`config.mk`:
```
export PLATFORM = sky130hd
export DESIGN_NAME = bitmask_sram
export DESIGN_NICKNAME = d
export VERILOG_FILES = /design/src/rtl/bitmask_sram_pkg.sv /design/src/rtl/bitmask_sram_sampler.sv /design/src/rtl/bitmask_sram_merge.sv /design/src/rtl/bitmask_sram_store.sv /design/src/rtl/bitmask_sram_out.sv /design/src/rtl/bitmask_sram.sv
export SDC_FILE = /design/constraint.sdc
export NUM_CORES = 1
export LEC_CHECK = 0
export BUFFER_PORTS_ARGS = -buffer_cell sky130_fd_sc_hd__buf_2
export CAP_MARGIN = 0
export CORE_ASPECT_RATIO = 0.8
export CORE_MARGIN = 4
export CORE_UTILIZATION = 35
export DETAILED_ROUTE_END_ITERATION = 12
export MAX_ROUTING_LAYER = met4
export PLACE_DENSITY_LB_ADDON = 0.08
export SKIP_CTS_REPAIR_TIMING = 1
export SYNTH_ARGS = -nofsm -noshare
export SYNTH_HDL_FRONTEND = slang
export SYNTH_SLANG_ARGS = --single-unit
export TNS_END_PERCENT = 5
```
`constraint.sdc`:
```
create_clock -name clk -period 4.95 [get_ports clk]
set_input_delay 0.99 -clock clk [delete_from_list [all_inputs] [get_ports clk]]
set_output_delay 0.99 -clock clk [all_outputs]
set_load 0.03 [all_outputs]
```
`src/rtl/bitmask_sram_pkg.sv`:
```
package bitmask_sram_pkg;

  typedef enum logic {
    PH_IDLE  = 1'b0,
    PH_WRITE = 1'b1
  } wr_phase_e;

endpackage

```
`src/rtl/bitmask_sram_sampler.sv`:
```
module bitmask_sram_sampler
  import bitmask_sram_pkg::*;
#(
  parameter int ADDR_W = 6,
  parameter int WIDTH  = 16
) (
  input  logic              clk,
  input  logic              rst,
  input  logic              chip_sel_n,
  input  logic              wr_strobe_n,
  input  logic              out_en_n,
  input  logic [ADDR_W-1:0] addr,
  input  logic [WIDTH-1:0]  wr_data,
  input  logic [WIDTH-1:0]  bit_mask_n,
  output logic              smp_sel_n,
  output logic              smp_oe_n,
  output logic              smp_we_n,
  output logic [ADDR_W-1:0] smp_addr,
  output logic [WIDTH-1:0]  smp_data,
  output logic [WIDTH-1:0]  smp_mask_n,
  output logic              in_write,
  output logic              strobe_rise,
  output logic              commit,
  output logic              read_go
);

  logic      prev_we_n;
  logic      strobe_fall;
  wr_phase_e phase_q, phase_d;

  // Input sample stage; strobe history powers up high (inactive).
  always_ff @(posedge clk) begin
    if (rst) begin
      smp_sel_n  <= 1'b1;
      smp_oe_n   <= 1'b1;
      smp_we_n   <= 1'b1;
      prev_we_n  <= 1'b1;
      smp_addr   <= '0;
      smp_data   <= '0;
      smp_mask_n <= '1;
    end else begin
      smp_sel_n  <= chip_sel_n;
      smp_oe_n   <= out_en_n;
      smp_we_n   <= wr_strobe_n;
      prev_we_n  <= smp_we_n;
      smp_addr   <= addr;
      smp_data   <= wr_data;
      smp_mask_n <= bit_mask_n;
    end
  end

  // Edge detection by comparing successive samples.
  assign strobe_fall = prev_we_n & ~smp_we_n;
  assign strobe_rise = ~prev_we_n & smp_we_n;

  always_comb begin
    phase_d = phase_q;
    unique case (phase_q)
      PH_IDLE:  if (strobe_fall && !smp_sel_n) phase_d = PH_WRITE;
      PH_WRITE: if (strobe_rise)               phase_d = PH_IDLE;
      default:                                  phase_d = PH_IDLE;
    endcase
  end

  always_ff @(posedge clk) begin
    if (rst) phase_q <= PH_IDLE;
    else     phase_q <= phase_d;
  end

  assign in_write = (phase_q == PH_WRITE);
  assign commit   = in_write & strobe_rise & ~smp_sel_n;
  // A selected, strobe-high sample is a read; in the write phase this
  // can only be the closing sample.
  assign read_go  = ~smp_sel_n & smp_we_n;

endmodule

```
`src/rtl/bitmask_sram_merge.sv`:
```
module bitmask_sram_merge #(
  parameter int WIDTH = 16
) (
  input  logic [WIDTH-1:0] old_word,
  input  logic [WIDTH-1:0] new_data,
  input  logic [WIDTH-1:0] mask_n,
  output logic [WIDTH-1:0] merged
);

  for (genvar b = 0; b < WIDTH; b++) begin : g_bit
    assign merged[b] = mask_n[b] ? old_word[b] : new_data[b];
  end

endmodule

```
`src/rtl/bitmask_sram_store.sv`:
```
module bitmask_sram_store #(
  parameter int WORDS  = 64,
  parameter int WIDTH  = 16,
  localparam int ADDR_W = (WORDS > 1) ? $clog2(WORDS) : 1
) (
  input  logic              clk,
  input  logic              wr_en,
  input  logic [ADDR_W-1:0] wr_addr,
  input  logic [WIDTH-1:0]  wr_word,
  input  logic [ADDR_W-1:0] rd_addr,
  output logic [WIDTH-1:0]  rd_word
);

  logic [WIDTH-1:0] cells [WORDS];

  // Array is not reset: contents persist across reset.
  always_ff @(posedge clk) begin
    if (wr_en) cells[wr_addr] <= wr_word;
  end

  assign rd_word = cells[rd_addr];

endmodule

```
`src/rtl/bitmask_sram_out.sv`:
```
module bitmask_sram_out #(
  parameter int WIDTH = 16
) (
  input  logic             clk,
  input  logic             rst,
  input  logic             read_go,
  input  logic             commit,
  input  logic             smp_oe_n,
  input  logic [WIDTH-1:0] array_word,
  input  logic [WIDTH-1:0] merged_word,
  output logic [WIDTH-1:0] rd_data,
  output logic             rd_drive
);

  logic [WIDTH-1:0] next_word;

  // Bypass: closing sample of a write reads the merged word.
  assign next_word = commit ? merged_word : array_word;

  always_ff @(posedge clk) begin
    if (rst) begin
      rd_data  <= '0;
      rd_drive <= 1'b0;
    end else begin
      if (read_go) rd_data <= next_word;
      rd_drive <= ~smp_oe_n;
    end
  end

endmodule

```
`src/rtl/bitmask_sram.sv`:
```
module bitmask_sram
  import bitmask_sram_pkg::*;
#(
  parameter int WORDS  = 64,
  parameter int WIDTH  = 16,
  localparam int ADDR_W = (WORDS > 1) ? $clog2(WORDS) : 1
) (
  input  logic              clk,
  input  logic              rst,
  input  logic              chip_sel_n,
  input  logic              wr_strobe_n,
  input  logic              out_en_n,
  input  logic [ADDR_W-1:0] addr,
  input  logic [WIDTH-1:0]  wr_data,
  input  logic [WIDTH-1:0]  bit_mask_n,
  output logic [WIDTH-1:0]  rd_data,
  output logic              rd_drive
);

  logic              smp_sel_n, smp_oe_n, smp_we_n;
  logic [ADDR_W-1:0] smp_addr;
  logic [WIDTH-1:0]  smp_data, smp_mask_n;
  logic              in_write, strobe_rise, commit, read_go;
  logic [WIDTH-1:0]  array_word, merged_word;

  bitmask_sram_sampler #(.ADDR_W(ADDR_W), .WIDTH(WIDTH)) u_smp (
    .clk         (clk),
    .rst         (rst),
    .chip_sel_n  (chip_sel_n),
    .wr_strobe_n (wr_strobe_n),
    .out_en_n    (out_en_n),
    .addr        (addr),
    .wr_data     (wr_data),
    .bit_mask_n  (bit_mask_n),
    .smp_sel_n   (smp_sel_n),
    .smp_oe_n    (smp_oe_n),
    .smp_we_n    (smp_we_n),
    .smp_addr    (smp_addr),
    .smp_data    (smp_data),
    .smp_mask_n  (smp_mask_n),
    .in_write    (in_write),
    .strobe_rise (strobe_rise),
    .commit      (commit),
    .read_go     (read_go)
  );

  bitmask_sram_store #(.WORDS(WORDS), .WIDTH(WIDTH)) u_store (
    .clk     (clk),
    .wr_en   (commit),
    .wr_addr (smp_addr),
    .wr_word (merged_word),
    .rd_addr (smp_addr),
    .rd_word (array_word)
  );

  bitmask_sram_merge #(.WIDTH(WIDTH)) u_merge (
    .old_word (array_word),
    .new_data (smp_data),
    .mask_n   (smp_mask_n),
    .merged   (merged_word)
  );

  bitmask_sram_out #(.WIDTH(WIDTH)) u_out (
    .clk         (clk),
    .rst         (rst),
    .read_go     (read_go),
    .commit      (commit),
    .smp_oe_n    (smp_oe_n),
    .array_word  (array_word),
    .merged_word (merged_word),
    .rd_data     (rd_data),
    .rd_drive    (rd_drive)
  );

endmodule

```
==> results of run 1 <==
cells by family after synthesis:
| group | Yosys count |
|---|---|
| AO/OA/AOI/OAI | 682 |
| buffers and inverters | 224 |
| flip-flops | 1084 |
| multiplexers | 133 |
| AND/OR/NAND/NOR | 416 |
power by group:
part | internal [W] | switching [W] | total [W]
sequential | 0.0103 | 0.0000473 | 0.0104
combinational | 0.000467 | 0.00130 | 0.00177
clock | 0.00493 | 0.00366 | 0.00859
total | 0.0157 | 0.00501 | 0.0207
stage by stage:
| step | hold slack, ns | setup slack (ns) | util, % | power [W] |
|---|---|---|---|---|
| after floorplan | 0.3682 | 0.5892 | - | 0.01138 |
| after global placement | 0.3721 | 0.3074 | 38.47 | 0.01231 |
| after detailed placement | 0.3743 | 0.2881 | 38.47 | 0.01234 |
| after CTS | 0.3838 | 0.2895 | 41.57 | 0.02088 |
| after global routing | 0.4029 | 0.2929 | 41.57 | 0.02133 |
| final | 0.3823 | 0.1903 | 41.57 | 0.02075 |
sequential cells by signal, indices dropped and copies added (netlist names), 6 cells and up:
name and cells:
u_store.cells 1024, u_smp.smp_mask_n 16, u_smp.smp_addr 6, u_smp.smp_data 16, u_out.rd_data 16
cell type report:
type | count | area (µm²)
multi-input combinational | 1231 | 9605
fill | 10740 | 69800
tap | 1610 | 2014
timing repair buffer | 276 | 2300
sequential | 1084 | 31960
clock buffer | 129 | 2864
antenna | 3 | 7.507
clock inverter | 75 | 830.8
inverter | 21 | 83.83
how the worst min path moves through the flow:
stage,slack [ns],start,depth (start not counted),end
finish,0.38,u_smp.smp_oe_n,1,u_out.rd_drive
global route,0.40,u_smp.smp_oe_n,1,u_out.rd_drive
CTS,0.38,u_smp.smp_oe_n,1,u_out.rd_drive
detailed placement,0.37,u_smp.smp_oe_n,1,u_out.rd_drive
global placement,0.37,u_smp.smp_oe_n,1,u_out.rd_drive
floorplan,0.37,u_smp.smp_oe_n,1,u_out.rd_drive
critical path, stage by stage (launching register included):
cell     delay (ns)
dfxtp_4        0.82
inv_4          0.41
buf_12         0.32
mux4_2         0.50
o22ai_1        0.23
a22o_1         0.30
nor4_1         1.12
a21oi_4        0.16
buf_4          0.36
routing by layer:
metal	vias up	wire length, µm
met5	-	0
met3	234	15480
met1	14340	72490
met2	1339	71500
met4	0	4615
li1	10870	-
Yosys cell counts (24+ instances only):
cell type	n
mux2i_1	78
buf_2	91
nand2_1	43
mux4_2	24
nor2_1	104
o22ai_1	55
mux2_2	24
nand3b_1	33
a221o_1	28
o21ai_0	54
a31oi_1	25
clkbuf_1	52
nand2b_1	28
edfxtp_1	1024
dfxtp_1	60
a22o_1	25
a22oi_1	127
or2_2	26
nor2b_1	29
a221oi_1	162
a211oi_1	26
nor3_1	39
a21oi_1	64
nand3_1	26
==> summary.md, run 1 <==
| Metric | Value |
|---|---|
| Status | `finished, final reports clean` |
| Area added between synthesis and finish | `17.28%` |
| Starting Density | `35.45%` |
| Vias in the first global route | `25420` |
| Area share of the largest cell type after synthesis | `72.61%` |
| Syn Nets | `2582` |
| Post-Synthesis Cell Area | `42350 µm²` |
| EDFF count, synth | `1024` |
| Most frequent cells in the layout | `edfxtp_1 (1024), buf_4 (187), a221oi_1 (162), a22oi_1 (127), clkbuf_16 (110)` |
| Inst Count DP | `4222` |
| Crit path kind | `reg -> reg` |
| Layout cells sized above 1 | `22.51%` |
| Post-DP HPWL | `100.6 mm` |
| Max-slew headroom | `8.714%` |
| Worst-Skew Late Latency | `0.72 ns` |
| Setup-failing EPs final | `0` |
| Routed Wire Length | `164.1 mm` |
| CP endpoint kind | `register` |
| Grt met3 use | `5.745%` |
| Total of max-cap violations | `0` |
| Total track usage | `26.12%` |
| Leak Pwr | `15.72 nW` |
| Top Ports | `60` |
| Max Clock Freq | `210.1 MHz` |
| Vias per inst | `6.046` |
| Finished Cell Area | `49670 µm²` |
| Reg2reg setup slack | `0.19 ns` |
| Global-route wire length before repair | `221.8 mm` |
| Reg-to-Reg Start | `u_smp.smp_addr[2]` |
| Core ar. | `119500 µm²` |
| Clock Sinks | `1084` |
| Placement Cell Area | `45970 µm²` |
| Synth Area in Simple Gates | `5.513%` |
| Final min period | `4.760 ns` |
| Critical Path Sink | `u_store.cells[17][3]` |
| Top cells by area, synth | `edfxtp_1 (73%), a221oi_1 (3.4%), dfxtp_1 (2.8%), a22oi_1 (2.3%), mux2i_1 (1.8%)` |
| # nets final | `2767` |
| Finished Layout Cells | `4429` |
| Post-route ant nets | `0` |
| Data required, critical path | `5.32 ns` |
| Xor-xnor portion of the synthesized cell area | `0%` |
| Via count | `26780` |
| Worst-margin pin slew | `1.357 ns` |
| Area of the die | `126700 µm²` |
| Iteration count of the initial detailed-routing pass | `6` |
| PortBufs | `59` |
| Final Hold Viols | `0` |
| Gpl congestion | `0.8860` |
| Largest net degree at the start of global routing | `102` |
| Grt met1 use | `37.80%` |
| Yosys warnings | `0` |
| CP Launch Type | `register` |
| Fin. max-slew vios | `0` |
| Crit path DAT | `5.13 ns` |
| Max VDD drop | `0.2607 mV` |
| Die width | `396.9 µm` |
| Grt met2 use | `37.35%` |
| Final Cycle Share | `96.16%` |
| Iteration-0 DRC Markers | `3436` |
| R2R depth | `8` |
| CTS max path bufs | `3` |
| Reg2reg end | `u_store.cells[17][3]` |
| Clk slew on worst S/H paths | `0.06 ns` |
| DRC | `0` |
| Grt ovf | `0` |
| Worst-case clock skew | `0.02481 ns` |
| CTS buffer count | `110` |
| Largest family of logic cells by synthesized area | `compound AO/OA/AOI/OAI gates` |
| Async SR Flop Fraction | `0%` |
| Ys flop type | `edfxtp_1` |
| Yosys top cell by area | `edfxtp_1` |
| Syn Inst Count | `2539` |
| Synth Area in Compound Gates | `12.33%` |
| Setup TNS | `0 ns` |
| CTS H-tree lvls | `3` |
| Rows | `113` |
| Initial antenna violation count | `8` |
| Clock Tree Root | `clkbuf_16` |
| Syn avg cell area | `16.68 µm²` |
| Worst min path class | `reg -> reg` |
| Routed length per placed instance | `37.05 µm` |
| #FFs+latches synth | `1084` |
| Yosys cell types | `74` |
| Busiest grt layer | `met1` |
| CP Max Fanout | `40` |
| Die height | `319.1 µm` |
| RSZ-0062 raised after global routing | `no` |
| Power Density | `417.8 nW/µm²` |
| CP startpoint | `u_smp.smp_addr[2]` |
| TritonCTS clock tree | `done` |
| Most common cell after layout, fill and taps aside | `edfxtp_1` |
| Mux share of post-synthesis cell area | `3.944%` |
| Sequential fraction of the synthesis area | `75.45%` |
| Adder-cell share of the synthesized area | `0%` |
Note: power is estimated with default switching activity, not from simulation.
==> run 2: changes to the inputs <==
CAP_MARGIN = 20   (was 0)
CORE_UTILIZATION = 40   (was 35)
==> summary.md, run 2 (same netlist as run 1, synthesis figures left out) <==
| Metric | Value |
|---|---|
| Rows | `106 (-6.2%)` |
| Status | `finished, final reports clean` |
| CP endpoint kind | `register` |
| Largest net degree at the start of global routing | `98 (-3.9%)` |
| CP startpoint | `u_smp.smp_addr[2]` |
| Setup-failing EPs final | `0 (unchanged)` |
| Vias in the first global route | `25320 (-0.39%)` |
| Final Cycle Share | `91.46% (-4.7 points)` |
| CP peak stage delay | `0.93 ns (-0.19 ns)` |
| Iteration count of the initial detailed-routing pass | `6 (unchanged)` |
| WP buf/inv | `2 (-1)` |
| Worst-case clock skew | `0.02823 ns (+0.003427 ns)` |
| CTS H-tree lvls | `3 (unchanged)` |
| CP dominant cell by count | `buf_4` |
| Top Ports | `60 (unchanged)` |
| Initial antenna violation count | `5 (-3)` |
| Iteration-0 DRC Markers | `4120 (+20%)` |
| Core ar. | `104800 µm² (-12%)` |
| Area added between synthesis and finish | `16.37%` |
| # nets final | `2771 (+0.14%)` |
| CP Launch Type | `register` |
| Global-route wire length before repair | `209.5 mm (-5.5%)` |
| Max Clock Freq | `220.9 MHz (+5.1%)` |
| Post-route ant nets | `0 (unchanged)` |
| Starting Density | `40.42% (+5.0 points)` |
| Fillcell total | `9041 (-16%)` |
| Clk slew on worst S/H paths | `0.06 ns (about the same)` |
| Reg2reg end | `u_store.cells[9][12]` |
| Routed Wire Length | `152.5 mm (-7.1%)` |
| Seq. cell area | `31960 µm² (unchanged)` |
| Area of the die | `111200 µm² (-12%)` |
| Post-DP HPWL | `95.08 mm (-5.5%)` |
| Layout cells sized above 1 | `21.93% (-0.58 points)` |
| Final Hold Viols | `0 (unchanged)` |
| Setup TNS | `0 ns (unchanged)` |
| Via count | `26790 (+0.045%)` |
| Placement Cell Area | `45770 µm² (-0.43%)` |
| CP max-delay cell | `nor2b_4` |
| Worst path top cell family by delay | `compound AO/OA/AOI/OAI gates` |
| Max VDD drop | `0.3041 mV (+17%)` |
| Crit path kind | `reg -> reg` |
| TritonCTS clock tree | `done` |
| Max-slew headroom | `28.55% (+20 points)` |
| Largest register FFs | `1024 (unchanged)` |
| Crit path DAT | `5.02 ns (-0.11 ns)` |
| Fin. max-slew vios | `0 (unchanged)` |
| Hold EP | `u_out.rd_drive` |
| Clock Tree Root | `clkbuf_16` |
| Routed length per placed instance | `36.08 µm (-2.6%)` |
| Die width | `371.8 µm (-6.3%)` |
| Total of max-cap violations | `0 (unchanged)` |
| Worst-margin pin slew | `1.069 ns (-0.2875 ns)` |
| Grt ovf | `0 (unchanged)` |
| Reg-to-Reg Start | `u_smp.smp_addr[2]` |
| CTS buffer count | `107 (-2.7%)` |
| Vias per inst | `6.338 (+4.8%)` |
| RSZ-0062 raised after global routing | `no` |
| CP Max Fanout | `32 (-20%)` |
| Most common cell after layout, fill and taps aside | `edfxtp_1` |
| Worst min path class | `reg -> reg` |
| Largest Register | `u_store.cells` |
| Gpl congestion | `0.8842 (-0.20%)` |
| Worst-Skew Late Latency | `0.72 ns (about the same)` |
| Most frequent cells in the layout | `edfxtp_1 (1024), buf_4 (192), a221oi_1 (162), a22oi_1 (127), clkbuf_16 (109)` |
| Total track usage | `27.83% (+1.7 points)` |
| CTS max path bufs | `3 (unchanged)` |
| Die height | `299.0 µm (-6.3%)` |
| Finished Cell Area | `49280 µm² (-0.77%)` |
| Leak Pwr | `15.71 nW (about the same)` |
| R2R depth | `8 (unchanged)` |
| Data required, critical path | `5.44 ns (+0.12 ns)` |
| Crit-path cells | `nor2b_4 > buf_4 > a221oi_1 > o22a_1 > o22ai_1 > and4bb_1 > a21oi_4 > buf_4` |
| DRC | `0 (unchanged)` |
| Area of the multi-input gates | `9590 µm² (-0.16%)` |
| Clock Sinks | `1084 (unchanged)` |
| Final min period | `4.527 ns (-0.2325 ns)` |
| Worst hold path depth | `1 (unchanged)` |
| PortBufs | `59 (unchanged)` |
| Hold path startpoint | `u_smp.smp_oe_n` |
| Power Density | `412.0 nW/µm² (-1.4%)` |
| Reg2reg setup slack | `0.42 ns (+0.23 ns)` |
run 2: cell types whose count changed in the layout (fill, tap and decap cells not counted), moves of 2 or more:
| cell | before | now |
|---|---|---|
| buf_12 | 30 | 32 |
| clkinvlp_4 | 11 | 1 |
| clkbuf_4 | 0 | 2 |
| clkbuf_1 | 15 | 23 |
| inv_6 | 2 | 0 |
| clkinv_2 | 23 | 20 |
| clkinv_1 | 18 | 25 |
| nor2_1 | 56 | 61 |
| clkbuf_8 | 4 | 10 |
| bufinv_16 | 15 | 8 |
| buf_4 | 187 | 192 |
| diode_2 | 3 | 1 |
| nor2_2 | 48 | 43 |
run 2: worst max-delay path by stage:
stage / to / cells past startpoint
after detailed placement: u_store.cells[43][3] / 9
after floorplan: u_store.cells[0][15] / 10
after global routing: u_store.cells[14][3] / 9
after global placement: u_store.cells[43][3] / 9
after CTS: u_store.cells[43][3] / 9
final: u_store.cells[9][12] / 8
run 2: layout make-up:
cell class,instances,share of cell area (%)
Antenna cell,1,0.005078
Clock buffer,144,6.019
Clock inverter,59,1.107
Inverter,21,0.1676
Multi-Input combinational cell,1231,19.46
Sequential cell,1084,64.85
Tap cell,1404,3.564
Timing Repair Buffer,283,4.824
run 2: power by group:
group	internal [W]	leakage, nW	switching [W]
Clock	0.00463	1.73	0.00356
Combinational	0.000469	4.30	0.00126
Sequential	0.0103	9.69	0.0000497
run 2: per-stage QoR:
stage               power, W  instances  utilization (%)  worst slack, ns  hold WS (ns)
finish               0.02031       4227            47.04           0.4227        0.3807
global route         0.02088       4226            47.03           0.3975        0.3915
CTS                  0.02040       4226            47.03           0.4783        0.3816
detailed placement   0.01230       4023            43.68           0.4868        0.3752
global placement     0.01227       4022            43.68           0.4856        0.3713
floorplan            0.01138       2539                -           0.5892        0.3682
run 2: worst register-to-register path, delay by kind of cell (launching register included):
kind            cells  cell delay (ns)
compound gates      4             1.37
flops               1             0.79
simple gates        2             1.25
buf+inv             2             0.90
run 2: metal layers:
metal / part of all wire (%) / wire length (µm) / track usage [%]
met5: 0 / 0 / -
met4: 2.4 / 3669 / 5.969
met3: 11 / 16430 / 6.838
met2: 44 / 66980 / 39.53
met1: 43 / 65430 / 40.73
